--- src/rtl/muldiv_pkg.sv ---
`timescale 1ns/1ps
package muldiv_pkg;

  localparam int XLEN = 32;

  typedef enum logic [2:0] {
    MD_MUL_S  = 3'd0,
    MD_MUL_U  = 3'd1,
    MD_DIV_S  = 3'd2,
    MD_DIV_U  = 3'd3,
    MD_MUL_LO = 3'd4
  } md_op_e;

  typedef enum logic [1:0] {
    ST_IDLE = 2'd0,
    ST_RUN  = 2'd1,
    ST_FIN  = 2'd2
  } md_state_e;

  function automatic logic op_known(input logic [2:0] code);
    return code <= 3'd4;
  endfunction

  function automatic logic op_is_div(input md_op_e op);
    return (op == MD_DIV_S) || (op == MD_DIV_U);
  endfunction

  function automatic logic op_is_signed(input md_op_e op);
    return (op == MD_MUL_S) || (op == MD_DIV_S) || (op == MD_MUL_LO);
  endfunction

endpackage

--- src/rtl/md_seq.sv ---
`timescale 1ns/1ps
module md_seq
  import muldiv_pkg::*;
#(
  parameter int W = XLEN
) (
  input  logic clk,
  input  logic rst_n,
  input  logic accept_i,
  output logic busy_o,
  output logic step_o,
  output logic fin_o,
  output logic done_o
);

  localparam int CW = $clog2(W);
  localparam int LW = CW + 2;
  localparam logic [CW-1:0] LAST = CW'(W - 1);

  md_state_e     state_q;
  logic [CW-1:0] iter_q;
  logic          done_q;

  assign busy_o = (state_q != ST_IDLE);
  assign step_o = (state_q == ST_RUN);
  assign fin_o  = (state_q == ST_FIN);
  assign done_o = done_q;

  always_ff @(posedge clk or negedge rst_n) begin
    if (!rst_n) begin
      state_q <= ST_IDLE;
      iter_q  <= '0;
      done_q  <= 1'b0;
    end else begin
      done_q <= (state_q == ST_FIN);
      unique case (state_q)
        ST_IDLE: begin
          if (accept_i) begin
            state_q <= ST_RUN;
            iter_q  <= '0;
          end
        end
        ST_RUN: begin
          if (iter_q == LAST) state_q <= ST_FIN;
          else                iter_q  <= iter_q + 1'b1;
        end
        ST_FIN:  state_q <= ST_IDLE;
        default: state_q <= ST_IDLE;
      endcase
    end
  end

  // Checker-side span counter for the busy window
  logic [LW-1:0] span_q;
  always_ff @(posedge clk or negedge rst_n) begin
    if (!rst_n)      span_q <= '0;
    else if (busy_o) span_q <= span_q + 1'b1;
    else             span_q <= '0;
  end

  AST_DONE_PULSE: assert property (@(posedge clk) disable iff (!rst_n)
    done_o |=> !done_o);
  AST_BUSY_SPAN: assert property (@(posedge clk) disable iff (!rst_n)
    done_o |-> (span_q == LW'(W + 1)));
  AST_DONE_ENDS_BUSY: assert property (@(posedge clk) disable iff (!rst_n)
    $rose(done_o) |-> !busy_o);

endmodule

--- src/rtl/md_mul_core.sv ---
`timescale 1ns/1ps
module md_mul_core
  import muldiv_pkg::*;
#(
  parameter int W = XLEN
) (
  input  logic           clk,
  input  logic           rst_n,
  input  logic           load_i,
  input  logic           step_i,
  input  logic [W-1:0]   mcand_i,
  input  logic [W-1:0]   mplier_i,
  output logic [2*W-1:0] prod_o
);

  logic [W-1:0]   mcand_q;
  logic [2*W-1:0] prod_q;
  logic [W:0]     upper_sum;

  // Add the multiplicand into the upper half when the current multiplier bit is set
  always_comb begin
    upper_sum = {1'b0, prod_q[2*W-1:W]} + (prod_q[0] ? {1'b0, mcand_q} : '0);
  end

  always_ff @(posedge clk or negedge rst_n) begin
    if (!rst_n) begin
      mcand_q <= '0;
      prod_q  <= '0;
    end else if (load_i) begin
      mcand_q <= mcand_i;
      prod_q  <= {{W{1'b0}}, mplier_i};
    end else if (step_i) begin
      prod_q  <= {upper_sum, prod_q[W-1:1]};
    end
  end

  assign prod_o = prod_q;

  AST_MCAND_HELD: assert property (@(posedge clk) disable iff (!rst_n)
    step_i |=> $stable(mcand_q));

endmodule

--- src/rtl/md_div_core.sv ---
`timescale 1ns/1ps
module md_div_core
  import muldiv_pkg::*;
#(
  parameter int W = XLEN
) (
  input  logic         clk,
  input  logic         rst_n,
  input  logic         load_i,
  input  logic         step_i,
  input  logic [W-1:0] dividend_i,
  input  logic [W-1:0] divisor_i,
  output logic [W-1:0] quo_o,
  output logic [W-1:0] rem_o
);

  logic [W-1:0] rem_q;
  logic [W-1:0] quo_q;
  logic [W-1:0] dvs_q;
  logic [W:0]   shifted;
  logic [W:0]   trial;
  logic         fits;

  // One restoring step: bring in the next dividend bit, subtract if it fits
  always_comb begin
    shifted = {rem_q, quo_q[W-1]};
    fits    = (shifted >= {1'b0, dvs_q});
    trial   = shifted - {1'b0, dvs_q};
  end

  always_ff @(posedge clk or negedge rst_n) begin
    if (!rst_n) begin
      rem_q <= '0;
      quo_q <= '0;
      dvs_q <= '0;
    end else if (load_i) begin
      rem_q <= '0;
      quo_q <= dividend_i;
      dvs_q <= divisor_i;
    end else if (step_i) begin
      rem_q <= fits ? trial[W-1:0] : shifted[W-1:0];
      quo_q <= {quo_q[W-2:0], fits};
    end
  end

  assign quo_o = quo_q;
  assign rem_o = rem_q;

  AST_REM_BELOW_DIVISOR: assert property (@(posedge clk) disable iff (!rst_n)
    (step_i && (dvs_q != '0)) |=> (rem_q < dvs_q));

endmodule

--- src/rtl/muldiv_unit.sv ---
`timescale 1ns/1ps
module muldiv_unit
  import muldiv_pkg::*;
#(
  parameter int W = XLEN
) (
  input  logic         clk,
  input  logic         rst_n,
  input  logic         start_i,
  input  logic [2:0]   op_i,
  input  logic [W-1:0] src_a_i,
  input  logic [W-1:0] src_b_i,
  output logic         busy_o,
  output logic         done_o,
  output logic [W-1:0] hi_o,
  output logic [W-1:0] lo_o,
  output logic [W-1:0] mul_lo_o
);

  // Arithmetic helpers for the sign handling around the magnitude cores
  function automatic logic [W-1:0] to_mag(input logic [W-1:0] v, input logic sgn);
    return (sgn && v[W-1]) ? (~v + 1'b1) : v;
  endfunction

  function automatic logic [W-1:0] neg_if(input logic [W-1:0] v, input logic n);
    return n ? (~v + 1'b1) : v;
  endfunction

  function automatic logic [2*W-1:0] neg_if2(input logic [2*W-1:0] v, input logic n);
    return n ? (~v + 1'b1) : v;
  endfunction

  md_op_e       op_in;
  logic         accept;
  logic         busy;
  logic         step;
  logic         fin;
  logic         in_signed;

  md_op_e       op_q;
  logic [W-1:0] a_q;
  logic         a_neg_q;
  logic         b_neg_q;
  logic         b_zero_q;

  logic [W-1:0]   hi_q;
  logic [W-1:0]   lo_q;
  logic [W-1:0]   ml_q;
  logic [W-1:0]   mag_a;
  logic [W-1:0]   mag_b;
  logic [2*W-1:0] prod_raw;
  logic [2*W-1:0] prod_fix;
  logic [W-1:0]   quo_raw;
  logic [W-1:0]   rem_raw;
  logic [W-1:0]   quo_fix;
  logic [W-1:0]   rem_fix;
  logic           load_mul;
  logic           load_div;

  assign op_in     = md_op_e'(op_i);
  assign accept    = start_i && !busy && op_known(op_i);
  assign in_signed = op_is_signed(op_in);
  assign mag_a     = to_mag(src_a_i, in_signed);
  assign mag_b     = to_mag(src_b_i, in_signed);
  assign load_mul  = accept && !op_is_div(op_in);
  assign load_div  = accept &&  op_is_div(op_in);

  md_seq #(.W(W)) u_seq (
    .clk      (clk),
    .rst_n    (rst_n),
    .accept_i (accept),
    .busy_o   (busy),
    .step_o   (step),
    .fin_o    (fin),
    .done_o   (done_o)
  );

  md_mul_core #(.W(W)) u_mul (
    .clk      (clk),
    .rst_n    (rst_n),
    .load_i   (load_mul),
    .step_i   (step && !op_is_div(op_q)),
    .mcand_i  (mag_a),
    .mplier_i (mag_b),
    .prod_o   (prod_raw)
  );

  md_div_core #(.W(W)) u_div (
    .clk        (clk),
    .rst_n      (rst_n),
    .load_i     (load_div),
    .step_i     (step && op_is_div(op_q)),
    .dividend_i (mag_a),
    .divisor_i  (mag_b),
    .quo_o      (quo_raw),
    .rem_o      (rem_raw)
  );

  // Operand side information captured at acceptance
  always_ff @(posedge clk or negedge rst_n) begin
    if (!rst_n) begin
      op_q     <= MD_MUL_S;
      a_q      <= '0;
      a_neg_q  <= 1'b0;
      b_neg_q  <= 1'b0;
      b_zero_q <= 1'b0;
    end else if (accept) begin
      op_q     <= op_in;
      a_q      <= src_a_i;
      a_neg_q  <= in_signed && src_a_i[W-1];
      b_neg_q  <= in_signed && src_b_i[W-1];
      b_zero_q <= (src_b_i == '0);
    end
  end

  assign prod_fix = neg_if2(prod_raw, a_neg_q ^ b_neg_q);
  assign quo_fix  = neg_if(quo_raw, a_neg_q ^ b_neg_q);
  assign rem_fix  = neg_if(rem_raw, a_neg_q);

  // Commit results on the final state
  always_ff @(posedge clk or negedge rst_n) begin
    if (!rst_n) begin
      hi_q <= '0;
      lo_q <= '0;
      ml_q <= '0;
    end else if (fin) begin
      unique case (op_q)
        MD_MUL_S, MD_MUL_U: begin
          hi_q <= prod_fix[2*W-1:W];
          lo_q <= prod_fix[W-1:0];
        end
        MD_MUL_LO: ml_q <= prod_fix[W-1:0];
        MD_DIV_S, MD_DIV_U: begin
          if (b_zero_q) begin
            lo_q <= '1;
            hi_q <= a_q;
          end else begin
            lo_q <= quo_fix;
            hi_q <= rem_fix;
          end
        end
        default: ;
      endcase
    end
  end

  assign busy_o   = busy;
  assign hi_o     = hi_q;
  assign lo_o     = lo_q;
  assign mul_lo_o = ml_q;

  AST_HILO_ONLY_AT_DONE: assert property (@(posedge clk) disable iff (!rst_n)
    !($stable(hi_o) && $stable(lo_o)) |-> done_o);
  AST_MUL_LO_KEEPS_HILO: assert property (@(posedge clk) disable iff (!rst_n)
    (done_o && (op_q == MD_MUL_LO)) |-> ($stable(hi_o) && $stable(lo_o)));
  AST_BUSY_LOCKS_OPERANDS: assert property (@(posedge clk) disable iff (!rst_n)
    busy_o |=> ($stable(op_q) && $stable(a_q) && $stable(b_zero_q)));
  AST_DIV0_FIXED: assert property (@(posedge clk) disable iff (!rst_n)
    (done_o && op_is_div(op_q) && b_zero_q) |-> ((lo_o == '1) && (hi_o == a_q)));
  AST_RESERVED_IGNORED: assert property (@(posedge clk) disable iff (!rst_n)
    (start_i && !busy_o && (op_i > 3'd4)) |=> !busy_o);

endmodule

--- config.mk ---
export PLATFORM = sky130hd
export DESIGN_NAME = muldiv_unit
export DESIGN_NICKNAME = d
export VERILOG_FILES = /design/src/rtl/muldiv_pkg.sv /design/src/rtl/md_seq.sv /design/src/rtl/md_mul_core.sv /design/src/rtl/md_div_core.sv /design/src/rtl/muldiv_unit.sv
export SDC_FILE = /design/constraint.sdc
export NUM_CORES = 1
export LEC_CHECK = 0
export BUFFER_PORTS_ARGS = -buffer_cell sky130_fd_sc_hd__buf_2
export CAP_MARGIN = 10
export CORE_ASPECT_RATIO = 1.1
export CORE_MARGIN = 10
export CORE_UTILIZATION = 55
export DETAILED_ROUTE_END_ITERATION = 8
export PLACE_DENSITY_LB_ADDON = 0.3
export SETUP_SLACK_MARGIN = 0.15
export SYNTH_ARGS = -nofsm -noshare
export SYNTH_HDL_FRONTEND = slang
export SYNTH_SLANG_ARGS = --single-unit
--- constraint.sdc ---
create_clock -name clk -period 2.8 [get_ports clk]
set_input_delay 0.28 -clock clk [delete_from_list [all_inputs] [get_ports clk]]
set_output_delay 0.28 -clock clk [all_outputs]
set_load 0.05 [all_outputs]
==> impl_metrics.yaml <==
clock_tree:
  cts_buffers: 39
  cts_tree: "done"
  cts-root-buf: "clkbuf_16"
  clk_pin_slew_ns: 0.06
  clockBufferDepth: 3
  cts.sinks: 334
  cts-htree-levels: 2
  clock_latency_ns: 0.59
synthesis:
  ys_async_sr_fraction_pct: 100.0
  synthAdderAreaFrac_pct: 4.470
  synthSimpleGateAreaFrac_pct: 16.24
  ys_seq_area_share_pct: 40.24
  synth_compound_area_share_pct: 23.71
  ys_types: 69
  synth_edf_count: 0
  yosys_warnings: 0
  synth-xor-area-share_pct: 9.825
  synth_area_mm2: 0.02077
  syn_avg_cell_area_um2: 8.569
  synth_nets: 2567
  ys_ff_latch: 334
  synth-main-ff-cell: "dfrtp_1"
  synth_top_family_by_area: "compound AO/OA/AOI/OAI gates"
  syn-instance-count: 2424
  synth.mux.area_fraction_pct: 1.602
min_path:
  holdPathStages: 3
  holdCritStartpoint: "src_a_i[22]"
  hold_end: "a_q[22]"
  hold_class: "in -> reg"
floorplanning:
  die_h_um: 223.8
  initial_core_util_pct: 55.81
  row_count: 74
  ios: 168
  die_area_mm2: 0.04595
  chipWidth_um: 205.3
  coreArea_mm2: 0.03722
run_status:
  violations: "negative hold slack, negative setup slack"
  status: "finished with violations"
global_routing:
  antenna_found_initial: 3
  grt_first_pass_wirelength_um: 122900
  grtUsageTotal_pct: 34.30
  busiest_layer: "met2"
  overflow: 0
  grt_pass1_vias: 21100
  grt_use_met3_pct: 5.356
  gr-usage-met1_pct: 42.84
  grt_use_met2_pct: 54.44
  grt_max_degree: 99
pwr:
  pwr-share-seq_pct: 19.9
  leakage_nw: 12.90
  combPwrFrac_pct: 66.6
  p_sw_share_pct: 46.92
  ir_worst_vdd_v: 0.001478
  p_sw_mw: 18.60
  intPower_mw: 21.04
  power.density_mw_per_mm2: 1386
  p_clk_share_pct: 13.4
setup_path:
  worstPathArrival_ns: 3.51
  r2r-end: "hi_o[31]"
  critPathCaptureType: "flip-flop"
  cp.required_ns: 3.25
  r2r-start: "u_mul.prod_o[15]"
  path_cells: "or4_4, nor4_4, or3b_1, or2_4, or3_4, o31ai_4, a31oi_1, a2111oi_1, nor2_1"
  path_buf_inv: 0
  cp_top_family: "simple AND/OR/NAND/NOR gates"
  rrSetupSlack_ns: -0.26
  cpMaxStageDelayCell: "or4_4"
  critPathLaunchType: "flip-flop"
  critical_path_class: "reg -> reg"
  cpPeakStageDelay_ns: 0.56
  worstRegToRegCells: 9
  critPathMaxFanout: 2
timing:
  max_freq_ghz: 0.3270
  rsz0062_at_grt: "yes"
  min_period_ns: 3.058
  min_period_over_period_pct: 109.2
  fin_ws_ns: -0.2581
  final_max_slew_viol_count: 0
  slew_headroom_pct: 32.36
  finalSetupViolations: 74
  fin_skew_ns: 0.03030
  worst_hold_slack_ns: -0.001184
  tightest_slew_ns: 1.012
  hold_viol: 1
layout:
  mostFrequentLayoutCells: "buf_4 (346), nand2_1 (332), dfrtp_1 (330), o21ai_0 (240), buf_2 (166)"
  drive_gt1_share_pct: 31.72
  area_growth_pct: 37.70
  final_util_pct: 76.85
  ff_latch_area_mm2: 0.008363
  layout_commonest_cell: "buf_4"
  fin_area_mm2: 0.02860
  multiInputGateArea_mm2: 0.01355
  fin_nets: 3058
  nFillCells: 2516
detailed_routing:
  ant_nets: 0
  routed_via_density: 6.389
  firstDrtPassIters: 6
  drc: 0
  wl_per_cell_um: 24.57
  drt_wl_total_um: 84480
  drt_iter0_markers: 2420
  num_vias: 21970
place:
  dp_hpwl_um: 58820
  placed_cell_area_mm2: 0.02455
  gp_congestion: 1.026
  portBuffers: 167
run:
  maxCapViolCount: 0
## worst min-delay path: stages
cell and delay (ns):
buf_2 0.14, nand2_1 0.06, nand2_1 0.05
## timing repair
item,CTS,global route
hold buffers,16,0
setup endpoints to repair,92,122
pin swaps,135,138
gates resized for setup,245,202
setup buffers,37,40
cloned,4,0
hold endpoints to repair,57,0
## area by class of cell
type	instances	share of cell area, %
Antenna cell	4	0.03500
Clock buffer	49	3.753
Clock inverter	18	0.7743
Inverter	77	1.028
Multi-Input combinational cell	1875	47.37
Sequential cell	334	29.24
Tap cell	494	2.161
Timing Repair Buffer	588	15.64
## per-stage QoR
step	setup slack [ns]	total power [mW]	hold slack [ns]	TNS (ns)	std cells
2_1_floorplan	-0.2463	20.14	-0.01559	-0.3328	2424
3_3_place_gp	-0.2628	27.49	0.2087	-3.228	3271
3_5_place_dp	-0.2976	28.05	0.2160	-6.999	3271
4_1_cts	-0.2425	36.00	0.0004262	-2.176	3395
5_1_grt	-0.3301	41.52	0.007498	-15.08	3437
6_report	-0.2581	39.64	-0.001184	-8.419	3439
## logic make-up after synthesis
| kind of cell | Yosys count |
|---|---|
| buf+inv | 215 |
| mux | 32 |
| flops | 334 |
| compound gates | 807 |
| fa+ha+maj | 73 |
| simple gates | 730 |
| xor+xnor | 233 |
## power by group through the flow
stage	combinational (mW)	sequential (mW)	clock (mW)
2_1_floorplan	12.1	8.09	0
3_3_place_gp	19.8	7.69	0
3_5_place_dp	20.3	7.76	0
4_1_cts	23.0	7.76	5.28
5_1_grt	28.0	8.04	5.52
6_report	26.4	7.91	5.32
## how the worst max path moves through the flow
stage                                start        to  slack [ns]  cells past startpoint
after floorplan           u_mul.prod_o[18]  hi_o[31]       -0.25                     10
after global placement    u_mul.prod_o[18]  hi_o[31]       -0.26                      9
after detailed placement  u_mul.prod_o[18]  hi_o[31]       -0.30                      9
after CTS                 u_mul.prod_o[18]  hi_o[31]       -0.24                      9
after global routing      u_mul.prod_o[15]  hi_o[31]       -0.33                      9
final                     u_mul.prod_o[15]  hi_o[31]       -0.26                      9
## metal layers
metal / vias to the layer above / routed length (um)
met2: 1345 / 39000
li1: 9669 / -
met5: - / 0
met4: 0 / 6425
met1: 10620 / 31380
met3: 333 / 7680
## cell usage after synthesis (all sizes together) (4+ instances only)
cell type  count  area [um^2]
and3           7        43.79
or3           14        92.59
o31ai         33        252.7
o22ai         17        106.4
o211ai        10        75.07
a221oi        16        140.1
a22oi         79        593.1
o21ai        346         1732
nor4          23        165.2
o41ai         21        183.9
nor2b         15        93.84
dfrtp        334         8358
a211oi        14        105.1
inv           77        289.0
o21a           5        37.54
nor3          49        245.2
mux2i         22        220.2
nor2         121        454.2
nand2        342         1284
or2            8        50.05
a2111oi        4        36.29
nand3         44        220.2
o221ai         5        43.79
or4           22        168.9
buf            8        32.53
a31oi         20        125.1
a21o          51        382.9
xor2          97        849.6
clkbuf       130        491.7
mux2          10        112.6
nand2b        16        100.1
a211o          4        35.03
ha            71        888.4
and2          39        244.0
xnor2        136         1191
nand4         19        118.9
o21bai        10        75.07
a32oi         10        87.58
a21oi        137        685.7
## registers in the layout, indices dropped and copies added, names as in the netlist
signal and cells:
u_mul.mcand_q 32, u_seq.state_q 2, a_q 32, mul_lo_o 32
a_neg_q 1, hi_o 32, lo_o 32, u_div.rem_o 32
u_seq.done_o 1, u_div.dvs_q 32, u_seq.iter_q 5, u_div.quo_o 32
op_q 3, u_mul.prod_o 64, b_zero_q 1, b_neg_q 1
(Power assumes the default switching activity.)
